===== src/rtl/idx_addr_pkg.sv =====
package idx_addr_pkg;
  typedef enum logic [1:0] {
    OP_PRE   = 2'd0,
    OP_POST  = 2'd1,
    OP_MOD   = 2'd2,
    OP_BRUPD = 2'd3
  } op_e;

  typedef enum logic [1:0] {
    MS_MREG  = 2'd0,
    MS_IMM   = 2'd1,
    MS_SHORT = 2'd2,
    MS_RSVD  = 2'd3
  } msrc_e;
endpackage


===== src/rtl/idx_addr_mode.sv =====
module idx_addr_mode (
  input  logic clk_i,
  input  logic rst_ni,
  input  logic we_i,
  input  logic brev_i,
  input  logic alt_lo_i,
  input  logic alt_hi_i,
  output logic brev_o,
  output logic mode_lo_o,
  output logic mode_hi_o,
  output logic bank_lo_o,
  output logic bank_hi_o
);
  logic brev_q, lo_q, hi_q, bank_lo_q, bank_hi_q;

  always_ff @(posedge clk_i or negedge rst_ni) begin
    if (!rst_ni) begin
      brev_q <= 1'b0;
      lo_q   <= 1'b0;
      hi_q   <= 1'b0;
    end else if (we_i) begin
      brev_q <= brev_i;
      lo_q   <= alt_lo_i;
      hi_q   <= alt_hi_i;
    end
  end

  // bank select trails the mode register by one cycle
  always_ff @(posedge clk_i or negedge rst_ni) begin
    if (!rst_ni) begin
      bank_lo_q <= 1'b0;
      bank_hi_q <= 1'b0;
    end else begin
      bank_lo_q <= lo_q;
      bank_hi_q <= hi_q;
    end
  end

  assign brev_o    = brev_q;
  assign mode_lo_o = lo_q;
  assign mode_hi_o = hi_q;
  assign bank_lo_o = bank_lo_q;
  assign bank_hi_o = bank_hi_q;
endmodule


===== src/rtl/idx_addr_bankfile.sv =====
module idx_addr_bankfile #(
  parameter int DW   = 32,
  parameter int NREG = 8,
  localparam int NW  = $clog2(NREG)
) (
  input  logic          clk_i,
  input  logic          rst_ni,
  input  logic          bank_lo_i,
  input  logic          bank_hi_i,
  input  logic          wa_en_i,
  input  logic [NW-1:0] wa_num_i,
  input  logic [DW-1:0] wa_data_i,
  input  logic          wb_en_i,
  input  logic [NW-1:0] wb_num_i,
  input  logic [DW-1:0] wb_data_i,
  input  logic [NW-1:0] ra_num_i,
  output logic [DW-1:0] ra_data_o,
  input  logic [NW-1:0] rb_num_i,
  output logic [DW-1:0] rb_data_o
);
  localparam int HALF = NREG / 2;

  logic [DW-1:0] mem_q [2*NREG];

  for (genvar b = 0; b < 2; b++) begin : g_bank
    for (genvar r = 0; r < NREG; r++) begin : g_reg
      localparam bit IS_HI = (r >= HALF);
      logic act;
      logic hit_a, hit_b;
      assign act   = ((IS_HI ? bank_hi_i : bank_lo_i) == b[0]);
      assign hit_a = wa_en_i && (wa_num_i == r[NW-1:0]);
      assign hit_b = wb_en_i && (wb_num_i == r[NW-1:0]);
      always_ff @(posedge clk_i or negedge rst_ni) begin
        if (!rst_ni)
          mem_q[b*NREG+r] <= '0;
        else if (act) begin
          if (hit_a)      mem_q[b*NREG+r] <= wa_data_i;
          else if (hit_b) mem_q[b*NREG+r] <= wb_data_i;
        end
      end
    end
  end

  function automatic logic [NW:0] phys(input logic [NW-1:0] n, input logic lo, input logic hi);
    logic bk;
    bk = n[NW-1] ? hi : lo;
    return {bk, n};
  endfunction

  assign ra_data_o = mem_q[phys(ra_num_i, bank_lo_i, bank_hi_i)];
  assign rb_data_o = mem_q[phys(rb_num_i, bank_lo_i, bank_hi_i)];
endmodule


===== src/rtl/idx_addr_alu.sv =====
module idx_addr_alu
  import idx_addr_pkg::*;
#(
  parameter int AW       = 32,
  parameter int SIMM_W   = 6,
  parameter int NW       = 3,
  parameter int BREV_REG = 0
) (
  input  op_e           op_i,
  input  msrc_e         msrc_i,
  input  logic [NW-1:0] idx_num_i,
  input  logic [AW-1:0] idx_val_i,
  input  logic [AW-1:0] mreg_val_i,
  input  logic [AW-1:0] imm_i,
  input  logic          brev_en_i,
  output logic          fire_o,
  output logic [AW-1:0] addr_o,
  output logic          upd_en_o,
  output logic [AW-1:0] upd_data_o,
  output logic [AW-1:0] mod_val_o
);
  localparam logic [NW-1:0] BREV_SEL = NW'(BREV_REG);

  logic [AW-1:0] mod_val, sum, brsum, raw, raw_rev, brsum_rev;

  always_comb begin
    unique case (msrc_i)
      MS_MREG:  mod_val = mreg_val_i;
      MS_SHORT: mod_val = {{(AW-SIMM_W){imm_i[SIMM_W-1]}}, imm_i[SIMM_W-1:0]};
      default:  mod_val = imm_i;
    endcase
  end

  assign sum   = idx_val_i + mod_val;
  assign brsum = idx_val_i + imm_i;
  assign raw   = (op_i == OP_PRE) ? sum : idx_val_i;

  for (genvar g = 0; g < AW; g++) begin : g_rev
    assign raw_rev[g]   = raw[AW-1-g];
    assign brsum_rev[g] = brsum[AW-1-g];
  end

  assign fire_o     = (op_i == OP_PRE) || (op_i == OP_POST);
  assign addr_o     = (brev_en_i && idx_num_i == BREV_SEL) ? raw_rev : raw;
  assign upd_en_o   = (op_i != OP_PRE);
  assign upd_data_o = (op_i == OP_BRUPD) ? brsum_rev : sum;
  assign mod_val_o  = mod_val;
endmodule


===== src/rtl/idx_addr_gen.sv =====
module idx_addr_gen
  import idx_addr_pkg::*;
#(
  parameter int AW       = 32,
  parameter int NREG     = 8,
  parameter int SIMM_W   = 6,
  parameter int BREV_REG = 0,
  localparam int NW      = $clog2(NREG)
) (
  input  logic          clk_i,
  input  logic          rst_ni,
  input  logic          req_valid_i,
  input  logic [1:0]    req_op_i,
  input  logic [NW-1:0] req_idx_i,
  input  logic [1:0]    req_msrc_i,
  input  logic [NW-1:0] req_mreg_i,
  input  logic [AW-1:0] req_imm_i,
  input  logic          mode_we_i,
  input  logic          mode_brev_i,
  input  logic          mode_alt_lo_i,
  input  logic          mode_alt_hi_i,
  input  logic          wr_en_i,
  input  logic          wr_sel_i,
  input  logic [NW-1:0] wr_num_i,
  input  logic [AW-1:0] wr_data_i,
  input  logic          rd_sel_i,
  input  logic [NW-1:0] rd_num_i,
  output logic [AW-1:0] rd_data_o,
  output logic          addr_valid_o,
  output logic [AW-1:0] addr_o
);
  logic brev_en, mode_lo, mode_hi, bank_lo, bank_hi;
  logic [AW-1:0] idx_val, mreg_val, idx_rb, mod_rb;
  logic fire, upd_en;
  logic [AW-1:0] gen_addr, upd_data, mod_val;
  logic addr_vld_q;
  logic [AW-1:0] addr_q;

  idx_addr_mode u_mode (
    .clk_i     (clk_i),
    .rst_ni    (rst_ni),
    .we_i      (mode_we_i),
    .brev_i    (mode_brev_i),
    .alt_lo_i  (mode_alt_lo_i),
    .alt_hi_i  (mode_alt_hi_i),
    .brev_o    (brev_en),
    .mode_lo_o (mode_lo),
    .mode_hi_o (mode_hi),
    .bank_lo_o (bank_lo),
    .bank_hi_o (bank_hi)
  );

  idx_addr_bankfile #(.DW(AW), .NREG(NREG)) u_ifile (
    .clk_i     (clk_i),
    .rst_ni    (rst_ni),
    .bank_lo_i (bank_lo),
    .bank_hi_i (bank_hi),
    .wa_en_i   (wr_en_i && !wr_sel_i),
    .wa_num_i  (wr_num_i),
    .wa_data_i (wr_data_i),
    .wb_en_i   (req_valid_i && upd_en),
    .wb_num_i  (req_idx_i),
    .wb_data_i (upd_data),
    .ra_num_i  (req_idx_i),
    .ra_data_o (idx_val),
    .rb_num_i  (rd_num_i),
    .rb_data_o (idx_rb)
  );

  idx_addr_bankfile #(.DW(AW), .NREG(NREG)) u_mfile (
    .clk_i     (clk_i),
    .rst_ni    (rst_ni),
    .bank_lo_i (bank_lo),
    .bank_hi_i (bank_hi),
    .wa_en_i   (wr_en_i && wr_sel_i),
    .wa_num_i  (wr_num_i),
    .wa_data_i (wr_data_i),
    .wb_en_i   (1'b0),
    .wb_num_i  ('0),
    .wb_data_i ('0),
    .ra_num_i  (req_mreg_i),
    .ra_data_o (mreg_val),
    .rb_num_i  (rd_num_i),
    .rb_data_o (mod_rb)
  );

  idx_addr_alu #(
    .AW(AW), .SIMM_W(SIMM_W), .NW(NW), .BREV_REG(BREV_REG)
  ) u_alu (
    .op_i       (op_e'(req_op_i)),
    .msrc_i     (msrc_e'(req_msrc_i)),
    .idx_num_i  (req_idx_i),
    .idx_val_i  (idx_val),
    .mreg_val_i (mreg_val),
    .imm_i      (req_imm_i),
    .brev_en_i  (brev_en),
    .fire_o     (fire),
    .addr_o     (gen_addr),
    .upd_en_o   (upd_en),
    .upd_data_o (upd_data),
    .mod_val_o  (mod_val)
  );

  always_ff @(posedge clk_i or negedge rst_ni) begin
    if (!rst_ni) begin
      addr_vld_q <= 1'b0;
      addr_q     <= '0;
    end else begin
      addr_vld_q <= req_valid_i && fire;
      if (req_valid_i && fire) addr_q <= gen_addr;
    end
  end

  assign addr_valid_o = addr_vld_q;
  assign addr_o       = addr_q;
  assign rd_data_o    = rd_sel_i ? mod_rb : idx_rb;
endmodule


===== config.mk =====
export PLATFORM = sky130hd
export DESIGN_NAME = idx_addr_gen
export DESIGN_NICKNAME = d
export VERILOG_FILES = /design/src/rtl/idx_addr_pkg.sv /design/src/rtl/idx_addr_mode.sv /design/src/rtl/idx_addr_bankfile.sv /design/src/rtl/idx_addr_alu.sv /design/src/rtl/idx_addr_gen.sv
export SDC_FILE = /design/constraint.sdc
export NUM_CORES = 2
export LEC_CHECK = 0
export BUFFER_PORTS_ARGS = -buffer_cell sky130_fd_sc_hd__buf_2
export CAP_MARGIN = 20
export CORE_UTILIZATION = 55
export DETAILED_ROUTE_END_ITERATION = 7
export PLACE_DENSITY = 0.77
export SYNTH_ARGS = -nofsm -noshare
export SYNTH_HDL_FRONTEND = slang
export SYNTH_SLANG_ARGS = --single-unit

===== constraint.sdc =====
create_clock -name clk_i -period 4.7 [get_ports clk_i]
set_input_delay 0.705 -clock clk_i [delete_from_list [all_inputs] [get_ports clk_i]]
set_output_delay 0.705 -clock clk_i [all_outputs]
set_load 0.02 [all_outputs]

==> results_dict.tcl <==
set metrics [dict create \
    min_delay_path_depth 2 \
    synth_simple_gate_area_share 0.0704 \
    firstDrtPassIters 8 \
    drive_gt1_frac 0.432 \
    synthesis.area_sq_um 62500 \
    drv_cap 0 \
    numPortBuffers 154 \
    cts.path.max_buffers 3 \
    synth_edf_count 0 \
    globalplace.congestion 1.00 \
    timing_hold_violations_final 0 \
    synthesis.yosys.warnings 0 \
    ir_worst_vdd_mv 0.346 \
    layout.cells.most_common_list "sky130_fd_sc_hd__dfrtp_1 (1062), sky130_fd_sc_hd__mux2_2 (691), sky130_fd_sc_hd__mux4_2 (639), sky130_fd_sc_hd__nand2_1 (523), sky130_fd_sc_hd__buf_4 (468)" \
    design.core.area_sq_um 113000 \
    vias_per_cell 7.14 \
    fin_util 0.645 \
    r2r-start "u_mode.bank_lo_o" \
    grt_max_degree 136 \
    synth_largest_area_cell "sky130_fd_sc_hd__dfrtp_1" \
    synth_ff_type "sky130_fd_sc_hd__dfrtp_1" \
    min-delay-path-class "input port to flip-flop" \
    clk_root_buffer_cell "sky130_fd_sc_hd__clkbuf_16" \
    timing_max_transition_violations_final 0 \
    chipHeight_um 339 \
    timing.critical_path.to_type "flip-flop" \
    synth.mux.area_fraction 0.373 \
    synth_compound_area_frac 0.0835 \
    ff2ff_path_depth 16 \
    global_route_congestion_overflow_total 0 \
    clock_insertion_delay_worst_skew_ns 0.75 \
    maximum_clock_rate_mhz 218 \
    power-per-cell-area_nw_per_um2 627 \
    yosys.area_share.xor_xnor 0.00602 \
    initial_utilization 0.555 \
    tritoncts_num_sinks 1062 \
    hold_path.startpoint "mode_brev_i" \
    flops_latches_synth 1062 \
    crit_arrival_ns 5.21 \
    actual_slew_at_the_worst_max_slew_pin_ns 1.28 \
    synth_top_cell_area_share 0.425 \
    post-route-period-util 0.978 \
    run_status "finished, violations left" \
    cts_made_buffers 108 \
    placed_area_sq_um 68400 \
    post-route-cell-area_sq_um 72600 \
    synth.yosys.seq_area_share 0.425 \
    final_common_cell "sky130_fd_sc_hd__dfrtp_1" \
    io-pin-count 155 \
    netlist_instances 4955 \
    synthArstFlopShare 1.00 \
    synth_fp_nets 5109 \
    grt_first_pass_wirelength_um 324000 \
    total_via_count_after_detailed_routing 49200 \
    die_footprint_sq_um 115000 \
    final_nets 5443 \
    post-route-worst-setup-slack_ns 0.102 \
    failed_checks "design-rule violations" \
    route.detailed.drc 2 \
    timing.rr.end "u_ifile.mem_q[99]" \
    timing.final.crit_period_ns 4.60 \
    dp_hpwl_um 145000 \
    die_width_um 339 \
    number_of_antenna_violations_at_the_first_check_in_global_routing 24 \
    synth_top_family_by_area "multiplexers" \
    critical_path.max_fanout 16 \
    relSlewSlack 0.145 \
    grt_use_total 0.380 \
    startpoint_type "flip-flop" \
    post_drt_wl_per_cell_um 31.8 \
    first_iter_violations 6523 \
    power_leakage_nw 31.9 \
    yosys.area_share.adder 0.0130 \
    syn_area_per_cell_sq_um 12.6 \
    hold_path_end "u_mode.brev_o" \
    route.final.wire_length_um 219000 \
    grt_pass1_vias 49900 \
    netlist-cell-type-count 76 \
    worstSetupPathType "flip-flop to flip-flop" \
    clkTransAtPathRegs_ns 0.06 \
    rows 123 \
    clock-skew-final_ns 0.0653 \
    cts_tree "done" \
    synth.top_cells.by_area "sky130_fd_sc_hd__dfrtp_1 (42%), sky130_fd_sc_hd__mux4_2 (23%), sky130_fd_sc_hd__mux2_2 (12%)" \
    syn_to_layout_area_delta_pct 16.1 \
    worst_ep_required_time_ns 5.32 \
    r2r_setup_slack_ns 0.10 \
    setup_violations 0 \
    dp_slack_ns -0.797 \
    htreeDepth 3 \
    antenna_violating_nets_post_route 0 \
]
stage by stage:
stage	setup TNS [ns]	hold slack (ns)	power, mW	instances
2_1_floorplan	-0.00148	0.350	26.3	4955
3_3_place_gp	-227.89	0.361	34.4	6668
3_5_place_dp	-254.03	0.359	35.2	6668
4_1_cts	0	0.200	44.6	6871
5_1_grt	-0.0561	0.226	47.4	6883
6_report	0	0.218	45.6	6891
cells in the mapped netlist (all sizes together) (20+ instances only):
| cell | n |
|---|---|
| a21o | 32 |
| a21oi | 125 |
| a22o | 49 |
| a31oi | 53 |
| and3 | 25 |
| buf | 111 |
| clkbuf | 352 |
| dfrtp | 1062 |
| ha | 62 |
| mux2 | 698 |
| mux2i | 103 |
| mux4 | 639 |
| nand2 | 542 |
| nand3 | 40 |
| nor2 | 288 |
| nor3 | 27 |
| o21ai | 331 |
| o221ai | 38 |
| o31ai | 98 |
| xnor2 | 20 |
| xor2 | 23 |
timing repair:
| item | CTS | global route |
|---|---|---|
| endpoints found under the setup margin | 33 | 327 |
| pin swaps | 0 | 12 |
| buffers inserted | 0 | 7 |
| endpoints found under the hold margin | 33 | 0 |
| gates resized for setup | 3 | 56 |
| hold buffers | 1 | 0 |
| cloned | 0 | 2 |
worst max path at each step:
stage | startpoint | slack [ns] | endpoint
after global placement | req_mreg_i[0] | -0.76 | addr_o[27]
after global routing | u_mfile.mem_q[269] | -0.03 | u_ifile.mem_q[432]
final | u_mode.bank_lo_o | 0.10 | u_ifile.mem_q[99]
after CTS | u_ifile.mem_q[265] | 0.003 | u_ifile.mem_q[443]
after floorplan | req_mreg_i[0] | -0.001 | u_ifile.mem_q[502]
after detailed placement | req_mreg_i[0] | -0.80 | addr_o[27]
kinds of logic after synthesis:
logic type                 count (synthesis)
muxes                                   1440
DFF                                     1062
and+or+nand+nor                         1042
AOI/OAI and AO/OA                        825
buffers and inverters                    479
adders and majority gates                 64
xor gates and xnor gates                  43
worst max-delay path: stages, from the launching register on:
cell                       delay (ns)
sky130_fd_sc_hd__dfrtp_1         0.48
sky130_fd_sc_hd__buf_4           0.20
sky130_fd_sc_hd__mux2i_4         0.19
sky130_fd_sc_hd__buf_12          0.26
sky130_fd_sc_hd__mux4_2          0.43
sky130_fd_sc_hd__ha_2            0.24
sky130_fd_sc_hd__fa_1            0.42
sky130_fd_sc_hd__a21o_1          0.21
sky130_fd_sc_hd__a21oi_2         0.18
sky130_fd_sc_hd__o21a_1          0.19
sky130_fd_sc_hd__o21bai_1        0.17
sky130_fd_sc_hd__a31o_2          0.29
sky130_fd_sc_hd__a211oi_2        0.28
sky130_fd_sc_hd__mux2i_2         0.27
sky130_fd_sc_hd__buf_4           0.22
sky130_fd_sc_hd__a31oi_1         0.12
sky130_fd_sc_hd__mux2_2          0.32
routing by layer:
layer,wire (um),track usage
met3,29100,0.122
met1,76400,0.487
met5,169,0
met4,16100,0.240
met2,97500,0.563
power breakdown:
part           switching (mW)  internal [mW]  total [mW]
Sequential               2.67           12.4        15.0
Combinational            10.9           10.4        21.3
Clock                    3.93           5.31        9.25
flip-flops by register name, indices dropped and copies added (netlist names):
register          count
u_mode.brev_o         1
u_mfile.mem_q       512
u_mode.mode_lo_o      1
u_mode.mode_hi_o      1
u_mode.bank_hi_o      1
u_ifile.mem_q       512
addr_valid_o          1
u_mode.bank_lo_o      1
addr_o               32
cell type report:
cell class,count,area (sq um)
inverter,16,60.1
antenna,10,25.0
fill,8039,40000
clock buffer,157,3170
multi-input combinational,3414,34600
clock inverter,45,641
tap,1500,1880
timing repair buffer,687,5680
sequential,1062,26600
No activity file was read; power rests on OpenSTA's default activity.
